--- config.mk ---
export PLATFORM = sky130hd
export DESIGN_NAME = lane_port
export DESIGN_NICKNAME = d
export VERILOG_FILES = /design/src/rtl/lane_port_pkg.sv /design/src/rtl/lane_align_chk.sv /design/src/rtl/lane_store.sv /design/src/rtl/lane_load.sv /design/src/rtl/lane_port.sv
export SDC_FILE = /design/constraint.sdc
export NUM_CORES = 1
export LEC_CHECK = 0
export BUFFER_PORTS_ARGS = -buffer_cell sky130_fd_sc_hd__buf_2
export CORE_UTILIZATION = 41
export DETAILED_ROUTE_END_ITERATION = 16
export PLACE_DENSITY = 0.85
export SYNTH_ARGS = -nofsm -noshare
export SYNTH_HDL_FRONTEND = slang
export SYNTH_SLANG_ARGS = --single-unit
--- constraint.sdc ---
create_clock -name clk_i -period 1.9 [get_ports clk_i]
set_input_delay 0.19 -clock clk_i [delete_from_list [all_inputs] [get_ports clk_i]]
set_output_delay 0.19 -clock clk_i [all_outputs]
set_load 0.02 [all_outputs]
--- src/rtl/lane_port_pkg.sv ---
package lane_port_pkg;
  typedef enum logic [1:0] {
    SZ_BYTE = 2'd0,
    SZ_HALF = 2'd1,
    SZ_WORD = 2'd2,
    SZ_WRD2 = 2'd3
  } acc_size_e;
endpackage

--- src/rtl/lane_align_chk.sv ---
module lane_align_chk #(
  parameter int OFF_W = 2
) (
  input  lane_port_pkg::acc_size_e size_i,
  input  logic [OFF_W-1:0]         off_i,
  output logic                     bad_o
);
  import lane_port_pkg::*;
  always_comb begin
    unique case (size_i)
      SZ_BYTE: bad_o = 1'b0;
      SZ_HALF: bad_o = off_i[0];
      default: bad_o = |off_i;
    endcase
  end
endmodule

--- src/rtl/lane_store.sv ---
module lane_store #(
  parameter int NB    = 4,
  parameter int OFF_W = $clog2(NB)
) (
  input  lane_port_pkg::acc_size_e size_i,
  input  logic [OFF_W-1:0]         off_i,
  input  logic                     big_i,
  input  logic [8*NB-1:0]          wdata_i,
  output logic [NB-1:0]            be_o,
  output logic [8*NB-1:0]          lanes_o
);
  import lane_port_pkg::*;
  localparam logic [NB-1:0] ONE = NB'(1);
  localparam logic [NB-1:0] TWO = NB'(3);

  always_comb begin
    unique case (size_i)
      SZ_BYTE: be_o = ONE << off_i;
      SZ_HALF: be_o = TWO << off_i;
      default: be_o = '1;
    endcase
  end

  for (genvar i = 0; i < NB; i++) begin : g_lane
    localparam bit EVEN = (i % 2) == 0;
    always_comb begin
      unique case (size_i)
        SZ_BYTE: lanes_o[8*i +: 8] = wdata_i[7:0];
        // lower-addressed lane of a pair takes the low byte only in little-endian
        SZ_HALF: lanes_o[8*i +: 8] = (EVEN != big_i) ? wdata_i[7:0] : wdata_i[15:8];
        default: lanes_o[8*i +: 8] = big_i ? wdata_i[8*(NB-1-i) +: 8] : wdata_i[8*i +: 8];
      endcase
    end
  end
endmodule

--- src/rtl/lane_load.sv ---
module lane_load #(
  parameter int NB    = 4,
  parameter int OFF_W = $clog2(NB)
) (
  input  lane_port_pkg::acc_size_e size_i,
  input  logic [OFF_W-1:0]         off_i,
  input  logic                     big_i,
  input  logic                     uns_i,
  input  logic [8*NB-1:0]          rdata_i,
  output logic [8*NB-1:0]          data_o
);
  import lane_port_pkg::*;
  localparam int DW = 8 * NB;

  logic [7:0]    sel_b;
  logic [7:0]    lo_b, hi_b;
  logic [OFF_W-1:0] off_e, off_o;
  logic [DW-1:0] word_v;

  assign off_e = {off_i[OFF_W-1:1], 1'b0};
  assign off_o = {off_i[OFF_W-1:1], 1'b1};
  assign sel_b = rdata_i[8*off_i +: 8];
  assign lo_b  = big_i ? rdata_i[8*off_o +: 8] : rdata_i[8*off_e +: 8];
  assign hi_b  = big_i ? rdata_i[8*off_e +: 8] : rdata_i[8*off_o +: 8];

  for (genvar i = 0; i < NB; i++) begin : g_word
    assign word_v[8*i +: 8] = big_i ? rdata_i[8*(NB-1-i) +: 8] : rdata_i[8*i +: 8];
  end

  always_comb begin
    unique case (size_i)
      SZ_BYTE: data_o = {{(DW-8){sel_b[7] & ~uns_i}}, sel_b};
      SZ_HALF: data_o = {{(DW-16){hi_b[7] & ~uns_i}}, hi_b, lo_b};
      default: data_o = word_v;
    endcase
  end
endmodule

--- src/rtl/lane_port.sv ---
module lane_port #(
  parameter int DATA_W = 32,
  parameter int ADDR_W = 32
) (
  input  logic              clk_i,
  input  logic              rst_ni,
  input  logic              big_end_i,
  input  logic              req_i,
  input  logic              we_i,
  input  logic [1:0]        size_i,
  input  logic              unsigned_i,
  input  logic [ADDR_W-1:0] addr_i,
  input  logic [DATA_W-1:0] wdata_i,
  output logic              mem_req_o,
  output logic              mem_we_o,
  output logic [ADDR_W-1:0] mem_addr_o,
  output logic [DATA_W/8-1:0] mem_be_o,
  output logic [DATA_W-1:0] mem_wdata_o,
  input  logic [DATA_W-1:0] mem_rdata_i,
  output logic              misalign_o,
  output logic              rvalid_o,
  output logic [DATA_W-1:0] rdata_o
);
  import lane_port_pkg::*;
  localparam int NB    = DATA_W / 8;
  localparam int OFF_W = $clog2(NB);

  acc_size_e        size_c;
  logic [OFF_W-1:0] off_c;
  logic             bad_c, ok_c;
  logic [NB-1:0]    be_c;

  acc_size_e        ld_size_q;
  logic [OFF_W-1:0] ld_off_q;
  logic             ld_big_q, ld_uns_q, ld_pend_q;

  assign size_c = acc_size_e'(size_i);
  assign off_c  = addr_i[OFF_W-1:0];

  lane_align_chk #(.OFF_W(OFF_W)) u_align (
    .size_i (size_c),
    .off_i  (off_c),
    .bad_o  (bad_c)
  );

  lane_store #(.NB(NB), .OFF_W(OFF_W)) u_store (
    .size_i  (size_c),
    .off_i   (off_c),
    .big_i   (big_end_i),
    .wdata_i (wdata_i),
    .be_o    (be_c),
    .lanes_o (mem_wdata_o)
  );

  assign ok_c       = req_i & ~bad_c;
  assign misalign_o = req_i & bad_c;
  assign mem_req_o  = ok_c;
  assign mem_we_o   = ok_c & we_i;
  assign mem_be_o   = (ok_c & we_i) ? be_c : '0;
  assign mem_addr_o = {addr_i[ADDR_W-1:OFF_W], {OFF_W{1'b0}}};

  always_ff @(posedge clk_i or negedge rst_ni) begin
    if (!rst_ni) begin
      ld_pend_q <= 1'b0;
      ld_size_q <= SZ_BYTE;
      ld_off_q  <= '0;
      ld_big_q  <= 1'b0;
      ld_uns_q  <= 1'b0;
    end else begin
      ld_pend_q <= ok_c & ~we_i;
      if (ok_c && !we_i) begin
        ld_size_q <= size_c;
        ld_off_q  <= off_c;
        ld_big_q  <= big_end_i;
        ld_uns_q  <= unsigned_i;
      end
    end
  end

  lane_load #(.NB(NB), .OFF_W(OFF_W)) u_load (
    .size_i  (ld_size_q),
    .off_i   (ld_off_q),
    .big_i   (ld_big_q),
    .uns_i   (ld_uns_q),
    .rdata_i (mem_rdata_i),
    .data_o  (rdata_o)
  );

  assign rvalid_o = ld_pend_q;
endmodule

==> run summary, run 1 <==
shortest period the worst path allows = 2120 ps
ys flop type = dfrtp_1
CTS tree = yes
Slew headroom = 0.562
fin cells = 507
Seq/Total Area, Yosys = 0.0666
initial antenna violation count = 0
Crit path required time = 1710 ps
share of cells above drive strength 1 = 0.600
Max Freq = 0.473 GHz
measured slew at the worst slew-check pin = 655 ps
Crit path largest cell delay = 510 ps
n_diodes = 0
TritonRoute pass-1 iters = 4
root buf cell = clkbuf_8
max_cap viols = 0
Detail Route Antenna Nets = 0
worst reg2reg setup slack = 770 ps
critical path type = register to primary output
I/O pin total = 208
CP cell instances = buf_6, mux4_2, nor2b_4, a221o_1, buf_6
CP top delay family = multiplexers
DP Area = 0.00322 mm2
Crit Path Max Fanout = 5
Critical Path End Type = primary output
Post-synth top cells = 44 x nand2_1, 35 x mux2_2, 33 x buf_4, 25 x o21ai_0
DP Cell Count = 497
via/cell ratio = 6.17
r2r worst-path depth = 2
RSZ-0062 raised after global routing = true
worst min-delay path category = primary input to register
largest net degree at the start of global routing = 37
worst skew pair latency = 230 ps
full die area = 0.00674 mm2
chip height = 82.1 um
Worst Hold End = ld_uns_q$_DFFE_PN0P_
Starting Density = 0.434
Yosys reg bits = 7
hold_sp = unsigned_i
Post-synth ARST share = 1.00
vias in the first global route = 2804
per-cell routed wire length = 18.0 um
cell area after layout = 0.00363 mm2
Post-synth EDFFs = 0
Final HPWL DP = 6500 um
crit path DAT = 1930 ps
slowest CP cell = mux4_2
vias = 3130
Initial DRC Count = 172
WL final = 9110 um
Mapped Cells = 321
warnings from Yosys = 0
Fin. Hold Viols = 0
Synth area leaders = mux4_2 21%, mux2_2 15%, buf_4 9.4%, dfrtp_1 6.7%, nand2_1 6.3%
placer congestion estimate = 0.920
failing checks = setup timing
port buffer count = 145
Final Max Slew Viols = 0
Yosys cell types = 35
cell taking the most area after synthesis = mux4_2
Crit path top cell by count = buf_6
r2r startpoint = ld_size_q[1]$_DFFE_PN0P_
grt total ovfl = 0
TritonCTS Sinks = 7
total power = 3140 uW
Worst Slack Setup Final = -216 ps
Rows = 28
most frequent cell after synthesis = nand2_1
Mapped Area = 0.00263 mm2
Startpoint Class = register
Synth top area share = 0.205
CTS buffer count = 3
Hold Path Stages = 2
Buf+Inv Stages, Crit Path = 2
Post-route DRC = 0
fin crit share = 1.11
Layout area overhead = 38.0%
Fin Hold WS = 200 ps
status = finished, violations left
Total GRT Usage = 0.250
core area = 0.00606 mm2
Layout fillers = 497
Post-Syn Area per Cell = 8.20 um2
Max Root-Sink Buffers = 2
PD cells = 864 mW/mm2
Layout Nets = 537
final setup vio count = 32
# H-tree levels = 1
Leak Pwr = 0.00165 uW
Max VDD drop = 0.596 mV
Horiz. Die Dim = 82.1 um
Final Skew = 0 ps
worst reg2reg path endpoint = ld_size_q[1]$_DFFE_PN0P_
first-pass GRT wire length = 13300 um
Worst-path clk slew = 50 ps
[worst max-delay path by stage]
stage | from | cells past startpoint | end | slack [ps]
finish | ld_off_q[1]$_DFFE_PN0P_ | 5 | rdata_o[2] | -220
global route | ld_off_q[1]$_DFFE_PN0P_ | 5 | rdata_o[2] | -270
CTS | ld_off_q[1]$_DFFE_PN0P_ | 5 | rdata_o[5] | -210
detailed placement | ld_off_q[1]$_DFFE_PN0P_ | 5 | rdata_o[5] | -40
global placement | ld_off_q[1]$_DFFE_PN0P_ | 5 | rdata_o[2] | 20
floorplan | ld_off_q[1]$_DFFE_PN0P_ | 4 | rdata_o[6] | 60
[layer usage]
layer | vias to the layer above | wire length [um] | global-route usage
li1 | 1390 | - | -
met4 | 0 | 289 | 0.0965
met3 | 28 | 845 | 0.0648
met5 | - | 0 | 0
met1 | 1508 | 3140 | 0.263
met2 | 204 | 4830 | 0.472
[cell families (layout without fill, tap and decap cells)]
group,count (synthesis),after routing,synth area share
simple gates,88,88,0.145
compound gates,86,86,0.221
mux,69,69,0.398
buf+inv,67,177,0.159
flops,7,7,0.0666
xor+xnor,3,3,0.00999
other cells,1,2,0.00143
[stage by stage]
| stage | setup TNS (ps) | worst slack (ps) | utilization |
|---|---|---|---|
| 2_1_floorplan | 0 | 59.1 | - |
| 3_3_place_gp | 0 | 17.6 | 0.532 |
| 3_5_place_dp | -74.6 | -35.7 | 0.532 |
| 4_1_cts | -4120 | -207 | 0.588 |
| 5_1_grt | -6660 | -271 | 0.599 |
| 6_report | -4640 | -216 | 0.599 |
[where the power goes]
part	switching [uW]	internal [uW]
sequential	59.6	180
clock	71.3	143
combinational	1380	1300
[what timing repair did]
action,4_1_cts,5_1_grt
endpoints found under the setup margin,32,32
endpoints found under the hold margin,7,0
buffers inserted,5,0
cloned,1,0
hold buffers,1,0
resized for setup,72,21
pin swaps,12,2
[placed cells by master (no fill, tap or decap), types with 2 or more instances in the layout]
master / netlist / final
buf_8: 0 / 2
mux2i_1: 9 / 9
buf_4: 33 / 16
nor3_1: 3 / 3
a22oi_1: 16 / 14
buf_2: 10 / 116
dfrtp_2: 0 / 2
clkbuf_8: 0 / 3
inv_1: 5 / 5
o21ai_0: 25 / 19
a22oi_2: 0 / 2
buf_12: 0 / 4
nor2b_1: 10 / 7
buf_6: 4 / 29
or2_2: 1 / 2
nor2b_4: 0 / 3
a21oi_2: 1 / 2
conb_1: 1 / 2
o31ai_1: 2 / 2
nor2_1: 24 / 24
a32oi_1: 2 / 2
dfrtp_1: 7 / 5
a221o_1: 7 / 7
nand2_2: 0 / 2
xnor2_1: 2 / 2
mux4_2: 24 / 24
o21ai_2: 10 / 9
o22ai_1: 12 / 12
a21oi_1: 8 / 7
mux2_2: 35 / 35
o21ai_4: 0 / 6
nand2_1: 44 / 42
nand3b_1: 3 / 3
o21ai_1: 1 / 2
[flip-flops by register name, indices dropped and copies added, names as in the netlist]
register,cells
ld_big_q,1
ld_off_q,2
ld_size_q,2
ld_uns_q,1
rvalid_o,1
[layout make-up]
cell class	instances	area, um2	share of cell area
clock buffers	3	41.3	0.0114
clock inverters	1	5.00	0.00138
inverters	5	18.8	0.00517
multi-input cells	248	2150	0.591
flip-flops and latches	7	178	0.0489
well taps	75	93.8	0.0258
repair buffers	168	1150	0.316
Note: power is estimated with default switching activity, not from simulation.
==> inputs of run 2 (changes only) <==
--- a/config.mk
+++ b/config.mk
@@ -6,9 +6,11 @@
 export NUM_CORES = 1
 export LEC_CHECK = 0
 export BUFFER_PORTS_ARGS = -buffer_cell sky130_fd_sc_hd__buf_2
-export CORE_UTILIZATION = 41
+export CORE_AREA = 2 2 81 83
 export DETAILED_ROUTE_END_ITERATION = 16
-export PLACE_DENSITY = 0.85
+export DIE_AREA = 0 0 83 85
+export PLACE_DENSITY = 0.88
+export RECOVER_POWER = 25
 export SYNTH_ARGS = -nofsm -noshare
 export SYNTH_HDL_FRONTEND = slang
 export SYNTH_SLANG_ARGS = --single-unit
==> constraint.sdc (replaced) <==
create_clock -name clk_i -period 2.6 [get_ports clk_i]
set_input_delay 0.26 -clock clk_i [delete_from_list [all_inputs] [get_ports clk_i]]
set_output_delay 0.26 -clock clk_i [all_outputs]
set_load 0.02 [all_outputs]
==> run summary, run 2 (synthesis results as in run 1) <==
top sig layer = met4
Horiz. Die Dim = 83 um
max_cap viols = 0
hold buffer count at CTS = 1
Total GRT Usage = 0.219
commonest cells after routing, fill and taps aside = 145 x buf_2, 44 x nand2_1, 35 x mux2_2
TritonCTS Sinks = 7
Startpoint Class = register
PostCTS Resize Cnt = 0
Final HPWL DP = 6620 um
largest net degree at the start of global routing = 35
vias = 2935
Crit Path Max Fanout = 21
I/O pin total = 208
shortest period the worst path allows = 2370 ps
Max Root-Sink Buffers = 2
Worst-path clk slew = 40 ps
Slew headroom = 0.287
Max Freq = 0.422 GHz
n_diodes = 0
top flop regs = ld_off_q x2, ld_size_q x2
Initial DRC Count = 173
Starting Density = 0.424
Rows = 29
Critical Path End Type = primary output
setup bufs post-CTS = 0
crit path DAT = 2110 ps
Fin Hold WS = 270 ps
Max VDD drop = 0.310 mV
per-cell routed wire length = 16.9 um
root buf cell = clkbuf_8
RSZ-0062 raised after global routing = false
initial antenna violation count = 0
total power = 1850 uW
Leak Pwr = 0.00148 uW
placer congestion estimate = 0.957
Layout Nets = 523
Metal-1 WL = 3220 um
met2 routed WL = 4170 um
Detail Route Antenna Nets = 0
via/cell ratio = 5.93
chip height = 85 um
PD cells = 580 mW/mm2
critical path type = register to primary output
most common cell after layout, fill and taps aside = buf_2
grt total ovfl = 0
vias in the first global route = 2836
worst skew pair latency = 220 ps
measured slew at the worst slew-check pin = 1070 ps
Final Skew = 0 ps
Post-route DRC = 0
fin crit share = 0.911
share of cells above drive strength 1 = 0.548
final setup vio count = 0
first-pass GRT wire length = 13000 um
cell area after layout = 0.00319 mm2
# H-tree levels = 1
TNS Setup = 0 ps
core area = 0.00620 mm2
Crit path required time = 2340 ps
TritonRoute pass-1 iters = 5
Final Max Slew Viols = 0
worst min-delay path category = primary input to register
port buffer count = 145
Layout area overhead = 21.1%
status = finished, final reports clean
CTS buffer count = 3
full die area = 0.00706 mm2
met3 WL = 833 um
Fin. Hold Viols = 0
DP Area = 0.00313 mm2
WL final = 8380 um
CTS tree = yes
## run 2: changes by cell type in the layout (fill, tap and decap cells not counted), sizes merged
| cell | change |
|---|---|
| clkinv | -1 |
| clkbuf | +1 |
| buf | -14 |
## run 2: path summary, 6_finish.rpt
kind	startpoint	cells past startpoint	slack, ps	endpoint
max	ld_size_q[1]$_DFFE_PN0P_	3	230	rdata_o[17]
min	unsigned_i	2	270	ld_uns_q$_DFFE_PN0P_
min in group asynchronous	rst_ni	2	400	rvalid_o$_DFF_PN0_
min reg2reg	ld_uns_q$_DFFE_PN0P_	1	540	ld_uns_q$_DFFE_PN0P_
max reg2reg	ld_size_q[1]$_DFFE_PN0P_	1	1490	ld_size_q[1]$_DFFE_PN0P_
max in group asynchronous	rst_ni	2	2040	ld_big_q$_DFFE_PN0P_
## run 2: per-layer routing
layer,vias up,track usage
met2,183,0.396
met1,1375,0.255
met3,20,0.0457
li1,1357,-
met5,-,0
met4,0,0.0864
## run 2: area by class of cell
class	count	area (um2)
clock buffer	4	45.0
fill	592	3020
timing repair buffer	154	808
sequential	7	176
tap	77	96.3
multi-input combinational	248	2040
inverter	5	18.8
## run 2: report_power, final
part           leakage (uW)  switching, uW  internal, uW
Sequential        0.0000833           67.7           130
Clock             0.0000228           43.0           106
Combinational       0.00138            849           654
Total               0.00148            960           890
## run 2: through the flow
stage	cells	util	setup WS, ps
floorplan	322	-	689
global placement	490	0.505	565
detailed placement	490	0.505	499
CTS	495	0.514	266
global route	495	0.514	142
finish	495	0.514	233
## run 2: worst max-delay path, stage by stage (launching register included)
cell     delay, ps
dfrtp_1        750
or2_1          660
o21ai_0        260
buf_2          210
==> inputs of run 3 (changes only) <==
--- a/config.mk
+++ b/config.mk
@@ -6,11 +6,13 @@
 export NUM_CORES = 1
 export LEC_CHECK = 0
 export BUFFER_PORTS_ARGS = -buffer_cell sky130_fd_sc_hd__buf_2
-export CORE_AREA = 2 2 81 83
+export CORE_AREA = 2 2 80 82
 export DETAILED_ROUTE_END_ITERATION = 16
-export DIE_AREA = 0 0 83 85
-export PLACE_DENSITY = 0.88
+export DIE_AREA = 0 0 82 84
+export PLACE_DENSITY = 0.87
 export RECOVER_POWER = 25
+export SKIP_LAST_GASP = 1
 export SYNTH_ARGS = -nofsm -noshare
 export SYNTH_HDL_FRONTEND = slang
+export SYNTH_HIERARCHICAL = 1
 export SYNTH_SLANG_ARGS = --single-unit
==> constraint.sdc (replaced) <==
create_clock -name clk_i -period 2.6 [get_ports clk_i]
set_input_delay 0.39 -clock clk_i [delete_from_list [all_inputs] [get_ports clk_i]]
set_output_delay 0.39 -clock clk_i [all_outputs]
set_load 0.02 [all_outputs]
==> run summary, run 3 <==
Seq/Total Area, Yosys = 0.0705
root buf cell = clkbuf_8
RSZ-0062 raised after global routing = false
Leak Pwr = 0.00148 uW
via/cell ratio = 5.85
Post-synth top cells = 52 x mux2i_1, 42 x a21oi_1, 35 x buf_4, 27 x nor2_1, 26 x o22ai_1
Final HPWL DP = 6570 um
share of cells above drive strength 1 = 0.469
Fin. Hold Viols = 0
fin crit share = 0.954
Crit Path Max Fanout = 16
# H-tree levels = 1
DP Area = 0.00296 mm2
first-pass GRT wire length = 12200 um
CTS buffer count = 3
vias in the first global route = 2578
WL final = 8300 um
Max Root-Sink Buffers = 2
Mapped Area = 0.00249 mm2
cell area after layout = 0.00301 mm2
PD cells = 587 mW/mm2
Startpoint Class = register
Yosys cell types = 37
register area = 176 um2
worst min-delay path category = primary input to register
Layout area overhead = 21.0%
Post-synth ARST share = 1.00
grt total ovfl = 0
TritonRoute pass-1 iters = 5
Layout Nets = 525
critical path type = register to primary output
Initial DRC Count = 142
area of the multi-input gates = 0.00187 mm2
warnings from Yosys = 6
Post-Syn Area per Cell = 7.79 um2
Mapped Cells = 319
per-cell routed wire length = 16.7 um
Synth top area share = 0.209
Post-synth EDFFs = 0
cell taking the most area after synthesis = mux2i_1
Crit path required time = 2210 ps
final setup vio count = 0
Final Skew = 0 ps
Worst-path clk slew = 40 ps
vias = 2908
placer congestion estimate = 0.870
Final Max Slew Viols = 0
Detail Route Antenna Nets = 0
Max VDD drop = 0.369 mV
initial antenna violation count = 0
max_cap viols = 0
Horiz. Die Dim = 82 um
port buffer count = 145
Fin Hold WS = 391 ps
CTS tree = yes
shortest period the worst path allows = 2480 ps
worst skew pair latency = 220 ps
Total GRT Usage = 0.221
chip height = 84 um
Synth area leaders = mux2i_1 21%, buf_4 11%, a21oi_1 8.5%, mux4_2 7.2%, dfrtp_1 7.0%
Critical Path End Type = primary output
full die area = 0.00689 mm2
most common cell after layout, fill and taps aside = buf_2
commonest cells after routing, fill and taps aside = 144 x buf_2, 52 x mux2i_1, 42 x a21oi_1
top flop regs = ld_off_q x2, ld_size_q x2
largest net degree at the start of global routing = 38
Starting Density = 0.408
Yosys reg bits = 7
total power = 1770 uW
n_diodes = 0
measured slew at the worst slew-check pin = 585 ps
ys flop type = dfrtp_1
Rows = 29
Post-route DRC = 0
post-layout util = 0.494
Max Freq = 0.403 GHz
I/O pin total = 208
TritonCTS Sinks = 7
most frequent cell after synthesis = mux2i_1
core area = 0.00610 mm2
TNS Setup = 0 ps
status = finished, final reports clean
crit path DAT = 2090 ps
setup bufs post-CTS = 0
Layout fillers = 603
Slew headroom = 0.608
-- run 3: layout make-up --
type | instances | share of cell area
clock buffers | 4 | 0.0150
inverters | 4 | 0.00499
multi-input cells | 250 | 0.623
flip-flops and latches | 7 | 0.0586
well taps | 77 | 0.0320
repair buffers | 155 | 0.267
-- run 3: stage by stage --
| step | setup WS [ps] | std cells |
|---|---|---|
| 2_1_floorplan | 686 | 320 |
| 3_3_place_gp | 474 | 492 |
| 3_5_place_dp | 374 | 492 |
| 4_1_cts | 138 | 497 |
| 5_1_grt | 12.4 | 497 |
| 6_report | 118 | 497 |
-- run 3: logic make-up after synthesis --
family	count (synthesis)	synth area share
AO/OA/AOI/OAI	115	0.299
buffers and inverters	63	0.177
other	1	0.00151
flip-flops	7	0.0705
AND/OR/NAND/NOR	61	0.116
multiplexers	72	0.336
-- run 3: final timing paths --
check,slack [ps],depth (start not counted),start,end
max,120,5,ld_off_q[0]$_DFFE_PN0P_,rdata_o[31]
min,390,2,we_i,rvalid_o$_DFF_PN0_
max reg2reg,1550,2,ld_off_q[1]$_DFFE_PN0P_,ld_off_q[1]$_DFFE_PN0P_
min reg2reg,580,1,ld_big_q$_DFFE_PN0P_,ld_big_q$_DFFE_PN0P_
max in group asynchronous,1730,2,rst_ni,ld_big_q$_DFFE_PN0P_
min in group asynchronous,580,2,rst_ni,rvalid_o$_DFF_PN0_
-- run 3: per-layer routing --
| layer | wire length [um] | global-route usage |
|---|---|---|
| met1 | 3070 | 0.262 |
| met2 | 4210 | 0.388 |
| met3 | 866 | 0.0433 |
| met4 | 151 | 0.0742 |
| met5 | 0 | 0 |
-- run 3: timing repair --
item,4_1_cts,5_1_grt
hold endpoints to repair,7,0
hold buffers,1,0
setup endpoints to repair,0,0
resized for setup,0,0
-- run 3: where the power goes --
part           internal (uW)  total [uW]  switching (uW)
sequential               131         166            35.5
combinational            573        1450             876
clock                    106         153            46.7
total                    810        1770             958
-- run 3: critical path, stage by stage, from the launching register on --
cell     delay (ps)
dfrtp_1         480
mux2i_1         310
o22ai_1         170
o21ai_4         500
o21ai_0         200
buf_2           200
